$ cat src/rtl/xmap_pkg.sv
`timescale 1ns/1ps
package xmap_pkg;

    typedef enum logic {
        ST_RESTORE = 1'b0,
        ST_SCAN    = 1'b1
    } xmap_state_e;

endpackage

$ cat src/rtl/xmap_ctrl.sv
`timescale 1ns/1ps
module xmap_ctrl
    import xmap_pkg::*;
#(
    parameter int NUM_DEST = 32,
    localparam int DEST_W  = $clog2(NUM_DEST)
) (
    input  logic              clk,
    input  logic              rst_n,
    input  logic              commit,
    input  logic              eop,
    output logic              busy,
    output logic              scan_en,
    output logic              swap_now,
    output logic              bank_sel,
    output logic              overrun,
    output logic [DEST_W-1:0] ridx
);

    localparam logic [DEST_W-1:0] LAST = DEST_W'(NUM_DEST - 1);

    xmap_state_e       st_q, st_d;
    logic              pend_q;
    logic [DEST_W-1:0] ridx_q;

    // next-state
    always_comb begin
        st_d = st_q;
        unique case (st_q)
            ST_RESTORE: if (ridx_q == LAST) st_d = ST_SCAN;  // restore_done
            ST_SCAN:    st_d = ST_SCAN;
        endcase
    end

    // outputs
    always_comb begin
        busy     = 1'b0;
        scan_en  = 1'b0;
        swap_now = 1'b0;
        unique case (st_q)
            ST_RESTORE: busy = 1'b1;
            ST_SCAN: begin
                scan_en  = 1'b1;
                swap_now = pend_q & eop;
            end
        endcase
    end

    // state register
    always_ff @(posedge clk or negedge rst_n) begin
        if (!rst_n) begin
            st_q     <= ST_RESTORE;
            ridx_q   <= '0;
            pend_q   <= 1'b0;
            bank_sel <= 1'b0;
            overrun  <= 1'b0;
        end else begin
            st_q   <= st_d;
            ridx_q <= busy ? ridx_q + 1'b1 : '0;
            if (busy) begin
                overrun <= 1'b0;
            end else begin
                overrun <= commit & pend_q & ~swap_now;
                if (swap_now) bank_sel <= ~bank_sel;
                if (commit)        pend_q <= 1'b1;
                else if (swap_now) pend_q <= 1'b0;
            end
        end
    end

    assign ridx = ridx_q;

    AST_SWAP_AT_BOUNDARY: assert property (@(posedge clk) disable iff (!rst_n)
        !eop |=> $stable(bank_sel));
    AST_BUSY_NO_SWAP: assert property (@(posedge clk) disable iff (!rst_n)
        busy |=> $stable(bank_sel));
    AST_BUSY_NO_OVERRUN: assert property (@(posedge clk) disable iff (!rst_n)
        (busy && commit) |=> !overrun);
    AST_OVERRUN_KEEPS_ONE: assert property (@(posedge clk) disable iff (!rst_n)
        overrun |-> pend_q);

endmodule

$ cat src/rtl/xmap_scan.sv
`timescale 1ns/1ps
module xmap_scan #(
    parameter int NUM_DEST = 32,
    localparam int DEST_W  = $clog2(NUM_DEST)
) (
    input  logic              clk,
    input  logic              rst_n,
    input  logic              en,
    output logic [DEST_W-1:0] idx,
    output logic              eop
);

    localparam logic [DEST_W-1:0] LAST = DEST_W'(NUM_DEST - 1);

    always_ff @(posedge clk or negedge rst_n) begin
        if (!rst_n)   idx <= '0;
        else if (en)  idx <= (idx == LAST) ? '0 : idx + 1'b1;
    end

    assign eop = en && (idx == LAST);

    AST_SCAN_STARTS_AT_ZERO: assert property (@(posedge clk) disable iff (!rst_n)
        $rose(en) |-> (idx == '0));

endmodule

$ cat src/rtl/xmap_store.sv
`timescale 1ns/1ps
module xmap_store #(
    parameter int NUM_DEST = 32,
    parameter int SRC_W    = 5,
    localparam int DEST_W  = $clog2(NUM_DEST)
) (
    input  logic              clk,
    input  logic              rst_n,
    input  logic              por_n,
    input  logic              wr_en,
    input  logic [DEST_W-1:0] wr_dest,
    input  logic [SRC_W-1:0]  wr_src,
    input  logic              commit,
    output logic              busy,
    output logic              bank_sel,
    output logic              overrun,
    output logic              scan_valid,
    output logic [DEST_W-1:0] scan_dest,
    output logic [SRC_W-1:0]  scan_src
);

    logic              scan_en, swap_now, eop;
    logic [DEST_W-1:0] ridx;
    logic [SRC_W-1:0]  a_arr [NUM_DEST];
    logic [SRC_W-1:0]  b_arr [NUM_DEST];

    xmap_ctrl #(.NUM_DEST(NUM_DEST)) u_ctrl (
        .clk      (clk),
        .rst_n    (rst_n),
        .commit   (commit),
        .eop      (eop),
        .busy     (busy),
        .scan_en  (scan_en),
        .swap_now (swap_now),
        .bank_sel (bank_sel),
        .overrun  (overrun),
        .ridx     (ridx)
    );

    xmap_scan #(.NUM_DEST(NUM_DEST)) u_scan (
        .clk   (clk),
        .rst_n (rst_n),
        .en    (scan_en),
        .idx   (scan_dest),
        .eop   (eop)
    );

    for (genvar i = 0; i < NUM_DEST; i++) begin : g_ent
        logic [SRC_W-1:0] a_q, b_q, k_q;
        logic             hit, rload;

        assign hit   = wr_en && !busy && (wr_dest == DEST_W'(i));
        assign rload = busy && (ridx == DEST_W'(i));

        // working banks
        always_ff @(posedge clk or negedge rst_n) begin
            if (!rst_n) begin
                a_q <= '0;
                b_q <= '0;
            end else if (rload) begin
                a_q <= k_q;
                b_q <= k_q;
            end else if (swap_now) begin
                if (!bank_sel) a_q <= hit ? wr_src : b_q;
                else           b_q <= hit ? wr_src : a_q;
            end else if (hit) begin
                if (!bank_sel) b_q <= wr_src;
                else           a_q <= wr_src;
            end
        end

        // retained backup mirror
        always_ff @(posedge clk or negedge por_n) begin
            if (!por_n)        k_q <= '0;
            else if (swap_now) k_q <= bank_sel ? a_q : b_q;
        end

        assign a_arr[i] = a_q;
        assign b_arr[i] = b_q;
    end

    assign scan_valid = scan_en;
    assign scan_src   = bank_sel ? b_arr[scan_dest] : a_arr[scan_dest];

    AST_FLIP_ON_WRAP: assert property (@(posedge clk) disable iff (!rst_n)
        !$stable(bank_sel) |-> (scan_dest == '0));
    AST_IDLE_WHILE_BUSY: assert property (@(posedge clk) disable iff (!rst_n)
        busy |-> !scan_valid);

endmodule

$ cat config.mk
export PLATFORM = sky130hd
export DESIGN_NAME = xmap_store
export DESIGN_NICKNAME = d
export VERILOG_FILES = /design/src/rtl/xmap_pkg.sv /design/src/rtl/xmap_ctrl.sv /design/src/rtl/xmap_scan.sv /design/src/rtl/xmap_store.sv
export SDC_FILE = /design/constraint.sdc
export NUM_CORES = 1
export LEC_CHECK = 0
export BUFFER_PORTS_ARGS = -buffer_cell sky130_fd_sc_hd__buf_2
export CAP_MARGIN = 20
export CORE_MARGIN = 2
export CORE_UTILIZATION = 45
export CTS_BUF_LIST = sky130_fd_sc_hd__clkbuf_8
export CTS_CLUSTER_DIAMETER = 80
export CTS_CLUSTER_SIZE = 24
export DETAILED_ROUTE_END_ITERATION = 16
export GPL_ROUTABILITY_DRIVEN = 0
export HOLD_SLACK_MARGIN = 0.03
export PLACE_DENSITY_LB_ADDON = 0.15
export REMOVE_ABC_BUFFERS = 1
export SETUP_SLACK_MARGIN = 0.05
export SLEW_MARGIN = 10
export SYNTH_ARGS = -nofsm -noshare
export SYNTH_HDL_FRONTEND = slang
export SYNTH_HIERARCHICAL = 1
export SYNTH_SLANG_ARGS = --single-unit
export TNS_END_PERCENT = 10
$ cat constraint.sdc
create_clock -name clk -period 3.6 [get_ports clk]
set_clock_uncertainty 0.15 [all_clocks]
set_input_delay 0.54 -clock clk [delete_from_list [all_inputs] [get_ports clk]]
set_output_delay 0.54 -clock clk [all_outputs]
set_load 0.05 [all_outputs]
==> flow_metrics.tcl, run 1 <==
set metrics [dict create \
    clk_latency_ns 0.68 \
    crit_arrival_ns 3.17 \
    seq_power_share_pct 56.9 \
    endpoint_kind "output pin" \
    ys.warnings.count 6 \
    max_slew.worst_pin.slew_ns 1.04 \
    cts_root_buffer "clkbuf_8" \
    numPortBuffers 28 \
    period_minus_slack_ns 3.86 \
    routed_wl_mm 103 \
    nets 2914 \
    grt_pass1_wl_mm 157 \
    comb_power_share_pct 8.9 \
    p_clk_share_pct 34.3 \
    grt_pass1_vias 24100 \
    crit_type "register to output pin" \
    area_growth_pct 11.9 \
    cts_tree "built" \
    cp-start-kind "register" \
    num_rows 92 \
    violations "negative setup slack" \
    place_hpwl_mm 69.6 \
    core_area_um2 63300 \
    maxSlewViolCount 0 \
    grt_antenna_before_repair 4 \
    htree_levels 2 \
    path_cells "buf_16, buf_8, mux4_2, o22ai_1, a2111oi_0, a31oi_1, o41ai_2, buf_12" \
    synth_cells 2838 \
    chipWidth_um 258 \
    vias 24600 \
    dp_cells 3692 \
    finalCritPeriodShare_pct 107 \
    drt_first_pass_iters 6 \
    antenna_left 0 \
    hp-class "primary input to register" \
    die_area_um2 66300 \
    first_iter_violations 2691 \
    drv_cap 0 \
    hold_violations 0 \
    ir_worst_vdd_uv 326 \
    cpMaxStageDelayCell "dfrtp_4" \
    status "finished, violations left" \
    whs_ns 0.271 \
    cts_made_buffers 35 \
    post-route-util_pct 51.1 \
    ys_seq_elements 494 \
    final_cell_mix "dfrtp_1 (490), mux2i_1 (421), nand2_1 (318), nor2_1 (255), a21oi_1 (188)" \
    syn_area_um2 28900 \
    routedWlPerCell_um 27.4 \
    layout_commonest_cell "dfrtp_1" \
    synth_cell_types 73 \
    seq_area_frac_synth_pct 42.7 \
    grt_max_degree 142 \
    synth-edff-count 0 \
    p_int_uw 7340 \
    grtUsageTotal_pct 31.0 \
    overflow 0 \
    drive_gt1_share_pct 20.8 \
    n_fill_cell 5706 \
    postSynth.asyncResetShare_pct 100 \
    maxSlewHeadroom_pct 30.2 \
    die_h_um 258 \
    cp_slowest_stage_delay_ns 0.56 \
    power.switching_uw 3090 \
    instances_no_fill 3768 \
    ioPinCount 29 \
    fmax_mhz 259 \
    cp_num_buf_inv 3 \
    tns_ns -1.08 \
    setup_violations 5 \
    drc_errors 0 \
    rsz0062_at_grt "true" \
    p_per_area_nw_per_um2 322 \
    critPathTopFamily "compound AO/OA/AOI/OAI gates" \
    avgSynthCellArea_um2 10.2 \
    synth_ff_type "dfrtp_1" \
    clockBufferDepth 3 \
    worst_ep_required_time_ns 2.91 \
    via_per_inst 6.54 \
    cp_max_fo 8 \
    initial_utilization_pct 45.7 \
    p_leak_uw 0.0146 \
    p_sw_share_pct 29.6 \
    setup_ws_ns -0.256 \
    clkTransAtPathRegs_ns 0.14 \
    cts.sinks 494 \
]
[cell usage after synthesis, drive strengths merged (4+ instances only)]
| cell | n | area [µm²] |
|---|---|---|
| o22ai | 13 | 87.6 |
| a221oi | 5 | 43.8 |
| mux2 | 101 | 1140 |
| a22oi | 32 | 240 |
| dfrtp | 494 | 12400 |
| a221o | 25 | 250 |
| nor4 | 4 | 25.0 |
| nand2 | 319 | 1200 |
| buf | 79 | 422 |
| nor2 | 262 | 996 |
| clkbuf | 139 | 522 |
| o21ai | 132 | 661 |
| a32oi | 5 | 43.8 |
| a21o | 26 | 195 |
| a211oi | 52 | 415 |
| o31ai | 48 | 439 |
| ha | 4 | 50.1 |
| o311ai | 11 | 96.3 |
| mux2i | 425 | 4250 |
| nor2b | 10 | 62.6 |
| or2 | 47 | 294 |
| and2 | 4 | 25.0 |
| and3 | 19 | 121 |
| mux4 | 80 | 1800 |
| a21oi | 189 | 946 |
| inv | 13 | 48.8 |
| nand2b | 11 | 68.8 |
| nor3 | 46 | 250 |
| o211ai | 119 | 893 |
| a311oi | 29 | 273 |
| nand3 | 23 | 115 |
| a31oi | 17 | 119 |
| a22o | 13 | 114 |
[metrics by stage]
| step | cell area (µm²) | worst slack, ns | total power, µW |
|---|---|---|---|
| 6_report | 32400 | -0.256 | 10400 |
| 5_1_grt | 32400 | -0.274 | 10800 |
| 4_1_cts | 32200 | -0.225 | 10500 |
| 3_5_place_dp | 31100 | 0.137 | 6930 |
| 3_3_place_gp | 31100 | 0.184 | 6900 |
| 2_1_floorplan | 28000 | -7.38 | 6390 |
[cells by family (layout without fill, tap and decap cells)]
logic type	count (synthesis)	after routing	synth area share, %
XOR/XNOR	2	2	0.0605
multiplexers	606	606	24.9
AND/OR/NAND/NOR	767	767	11.5
buffers and inverters	231	313	3.43
flip-flops	494	494	42.7
AO/OA/AOI/OAI	734	734	17.2
other	0	2	0
adder cells (fa/ha/maj)	4	4	0.173
[layer usage]
metal	wire length, µm	track usage, %	share of wire [%]	vias up
met3	9190	5.76	8.9	245
li1	-	-	-	10700
met4	4410	13.2	4.3	4
met1	43500	43.9	42	12500
met2	45900	46.6	45	1213
met5	29	0	0.028	-
[flip-flops by register name, indices dropped and copies added (netlist names)]
register	cells
g_ent.a_q	160
g_ent.k_q	160
u_ctrl/bank_sel	1
g_ent.b_q	160
u_ctrl/pend_q	1
u_ctrl/st_q	1
u_scan/idx	5
u_ctrl/ridx	5
u_ctrl/overrun	1
[path summary, 6_finish.rpt]
path,endpoint,slack (ns),startpoint,depth (start not counted)
worst max register to register,g_ent[25].b_q[1]$_DFFE_PN0P_,0.11,u_scan/idx[0]$_DFFE_PN0P_,11
max in group asynchronous,g_ent[31].k_q[4]$_DFFE_PN0P_,2.00,por_n,3
worst min-delay path,g_ent[10].b_q[3]$_DFFE_PN0P_,0.27,wr_src[3],3
min in group asynchronous,g_ent[1].k_q[2]$_DFFE_PN0P_,0.28,por_n,2
worst min register to register,g_ent[31].b_q[4]$_DFFE_PN0P_,0.35,g_ent[31].k_q[4]$_DFFE_PN0P_,2
worst max-delay path,scan_src[0],-0.26,u_scan/idx[0]$_DFFE_PN0P_,8
[power groups by stage]
stage | registers [µW] | logic [µW] | clock network (µW)
after floorplan | 5920 | 468 | 0
after global placement | 6020 | 882 | 0
after detailed placement | 6030 | 906 | 0
after CTS | 5920 | 914 | 3650
after global routing | 5940 | 1000 | 3840
final | 5930 | 923 | 3570
[worst register-to-register path, delay by kind of cell (launching register included)]
kind / cells / cell delay (ns)
AND/OR/NAND/NOR: 3 / 0.68
buffers and inverters: 2 / 0.65
flip-flops: 1 / 0.51
AO/OA/AOI/OAI: 2 / 0.49
multiplexers: 2 / 0.45
adder cells (fa/ha/maj): 2 / 0.44
[cell type report]
class | instances | area, µm² | share of cell area (%)
Antenna cell | 2 | 5.00 | 0.0155
Clock buffer | 38 | 523 | 1.62
Clock inverter | 24 | 323 | 0.997
Inverter | 13 | 48.8 | 0.151
Multi-Input combinational cell | 2113 | 15900 | 49.0
Sequential cell | 494 | 12400 | 38.2
Tap cell | 846 | 1060 | 3.27
Timing Repair Buffer | 238 | 2190 | 6.76
[repair_timing]
item                                    4_1_cts  5_1_grt
pin swaps                                     4        5
hold buffers                                  3        0
setup buffers                                 5        0
hold endpoints to repair                    136        0
endpoints found under the setup margin        5      115
resized for setup                            28       31
gates cloned                                  3        0
Note: power is estimated with default switching activity, not from simulation.
==> run 2: changes to the inputs <==
CELL_PAD_IN_SITES_DETAIL_PLACEMENT = 0   (was unset)
CELL_PAD_IN_SITES_GLOBAL_PLACEMENT = 1   (was unset)
==> run 2 against run 1 <==
  * The flow still finishes with violations (negative setup slack)
  * Fmax up 0.52%
  * Sequential power about the same
  * Clock power down 7.0%
  * Critical path depth unchanged
  * Flip-flop and latch count unchanged
  * Non-clock buffer count up 31
  * Count of clock-buffer cells in the layout up 1
  * Via count down 0.38%
  * Worst hold slack worse by 0.043 ns
  * Largest power group unchanged
==> flow_metrics.tcl, run 2 (synthesis gave the netlist of run 1 again) <==
set metrics [dict create \
    chipWidth_um 258 \
    dp_cells 3697 \
    drv_cap 0 \
    cp-start-kind "register" \
    p_per_area_nw_per_um2 310 \
    worst_ep_required_time_ns 2.91 \
    antenna_left 0 \
    grt_pass1_vias 24100 \
    grt_antenna_before_repair 3 \
    post-route-util_pct 51.9 \
    max_slew.worst_pin.slew_ns 1.12 \
    drc_errors 0 \
    cts.sinks 494 \
    instances_no_fill 3798 \
    die_area_um2 66300 \
    die_h_um 258 \
    fmax_mhz 261 \
    routedWlPerCell_um 27.4 \
    timing.rr.end "g_ent[6].a_q[3]$_DFFE_PN0P_" \
    nets 2944 \
    design_area_um2 32900 \
    drt_first_pass_iters 5 \
    clkTransAtPathRegs_ns 0.15 \
    final_cell_mix "dfrtp_1 (490), mux2i_1 (420), nand2_1 (318), nor2_1 (251), buf_4 (197)" \
    p_leak_uw 0.0148 \
    critPathLaunch "u_scan/idx[0]$_DFFE_PN0P_" \
    hold_violations 0 \
    maxSlewViolCount 0 \
    ir_worst_vdd_uv 297 \
    finalCritPeriodShare_pct 107 \
    grt_max_degree 77 \
    initial_utilization_pct 45.7 \
    core_area_um2 63300 \
    drive_gt1_share_pct 22.6 \
    clockBufferDepth 3 \
    area_growth_pct 13.6 \
    total_power_uw 10200 \
    grtUsageTotal_pct 30.8 \
    via_per_inst 6.46 \
    first_iter_violations 2744 \
    place_hpwl_mm 71.4 \
    reg2reg_depth 12 \
    ioPinCount 29 \
    layout_commonest_cell "dfrtp_1" \
    period_minus_slack_ns 3.84 \
    hp-class "primary input to register" \
    cts_root_buffer "clkbuf_8" \
    status "finished, violations left" \
    htree_levels 2 \
    numPortBuffers 28 \
    critical_path.endpoint "scan_src[2]" \
    cp_max_fo 5 \
    violations "negative setup slack" \
    cts_made_buffers 34 \
    overflow 0 \
    placed_area_um2 31100 \
    setup_violations 5 \
    endpoint_kind "output pin" \
    maxSlewHeadroom_pct 25.1 \
    rsz0062_at_grt "true" \
    crit_arrival_ns 3.15 \
    crit-reg2reg-launch "u_scan/idx[1]$_DFFE_PN0P_" \
    top_regs "g_ent.a_q (160), g_ent.b_q (160), g_ent.k_q (160)" \
    clk_latency_ns 0.68 \
    routed_wl_mm 104 \
    r2r_slack_ns 0.12 \
    crit_type "register to output pin" \
    setup_ws_ns -0.236 \
    cts_tree "built" \
    grt_pass1_wl_mm 156 \
    num_rows 92 \
    vias 24500 \
]
## run 2: cell count changes in the layout (fill, tap and decap cells not counted), moves of 5 or more
cell       previous run  this run
buf_4               177       197
a21oi_1             188       182
a21oi_2               1         6
a311oi_2              5        11
buf_6                 3         9
a311oi_1             24        17
o22ai_1              10         5
clkbuf_16             0         5
## run 2: how the worst min path moves through the flow
stage	startpoint	end	slack [ns]	depth (start not counted)
finish	wr_src[0]	g_ent[30].a_q[0]$_DFFE_PN0P_	0.23	3
global route	wr_src[0]	g_ent[30].a_q[0]$_DFFE_PN0P_	0.21	3
CTS	wr_src[0]	g_ent[30].a_q[0]$_DFFE_PN0P_	0.18	3
detailed placement	g_ent[27].k_q[3]$_DFFE_PN0P_	g_ent[27].b_q[3]$_DFFE_PN0P_	0.34	2
global placement	g_ent[30].k_q[3]$_DFFE_PN0P_	g_ent[30].b_q[3]$_DFFE_PN0P_	0.33	2
floorplan	rst_n	g_ent[0].a_q[0]$_DFFE_PN0P_	0.09	0
## run 2: cell type report
type | instances | area [µm²]
sequential | 494 | 12400
inverter | 13 | 48.8
tap | 846 | 1060
antenna | 2 | 5.00
clock buffer | 39 | 537
timing repair buffer | 269 | 2510
fill | 5627 | 30400
clock inverter | 22 | 221
multi-input combinational | 2113 | 16100
## run 2: stage by stage
step	hold WS (ns)	worst slack, ns	setup TNS [ns]
global route	0.213	-0.289	-1.28
CTS	0.181	-0.225	-1.07
detailed placement	0.336	0.0582	0
floorplan	0.0944	-7.38	-2955.84
global placement	0.330	0.122	0
finish	0.228	-0.236	-0.969
## run 2: metal layers
metal,vias up,GRT usage [%],share of wire [%]
met3,182,4.31,7.5
met4,0,9.73,3.0
met1,12600,44.6,43
met5,-,0,0
li1,10700,-,-
met2,1048,48.1,46
## run 2: what timing repair did
item	CTS	global route
pin swaps	2	19
gates cloned	1	5
endpoints found under the setup margin	8	115
hold buffers	3	0
gates resized for setup	46	72
setup buffers	9	17
hold endpoints to repair	133	0
## run 2: power by group
group	leakage, µW	total (µW)	switching, µW	internal, µW
Sequential	0.00680	5930	224	5700
Combinational	0.00765	932	572	360
Clock	0.000391	3320	2210	1110
Total	0.0148	10200	3010	7180
## run 2: worst max-delay path, stage by stage (launching register included)
cell and delay [ns]:
dfrtp_4 0.54, buf_12 0.18, buf_12 0.13, mux4_2 0.57, mux2i_2 0.22, mux2i_2 0.13
mux2_2 0.29, a22o_4 0.26, buf_6 0.16
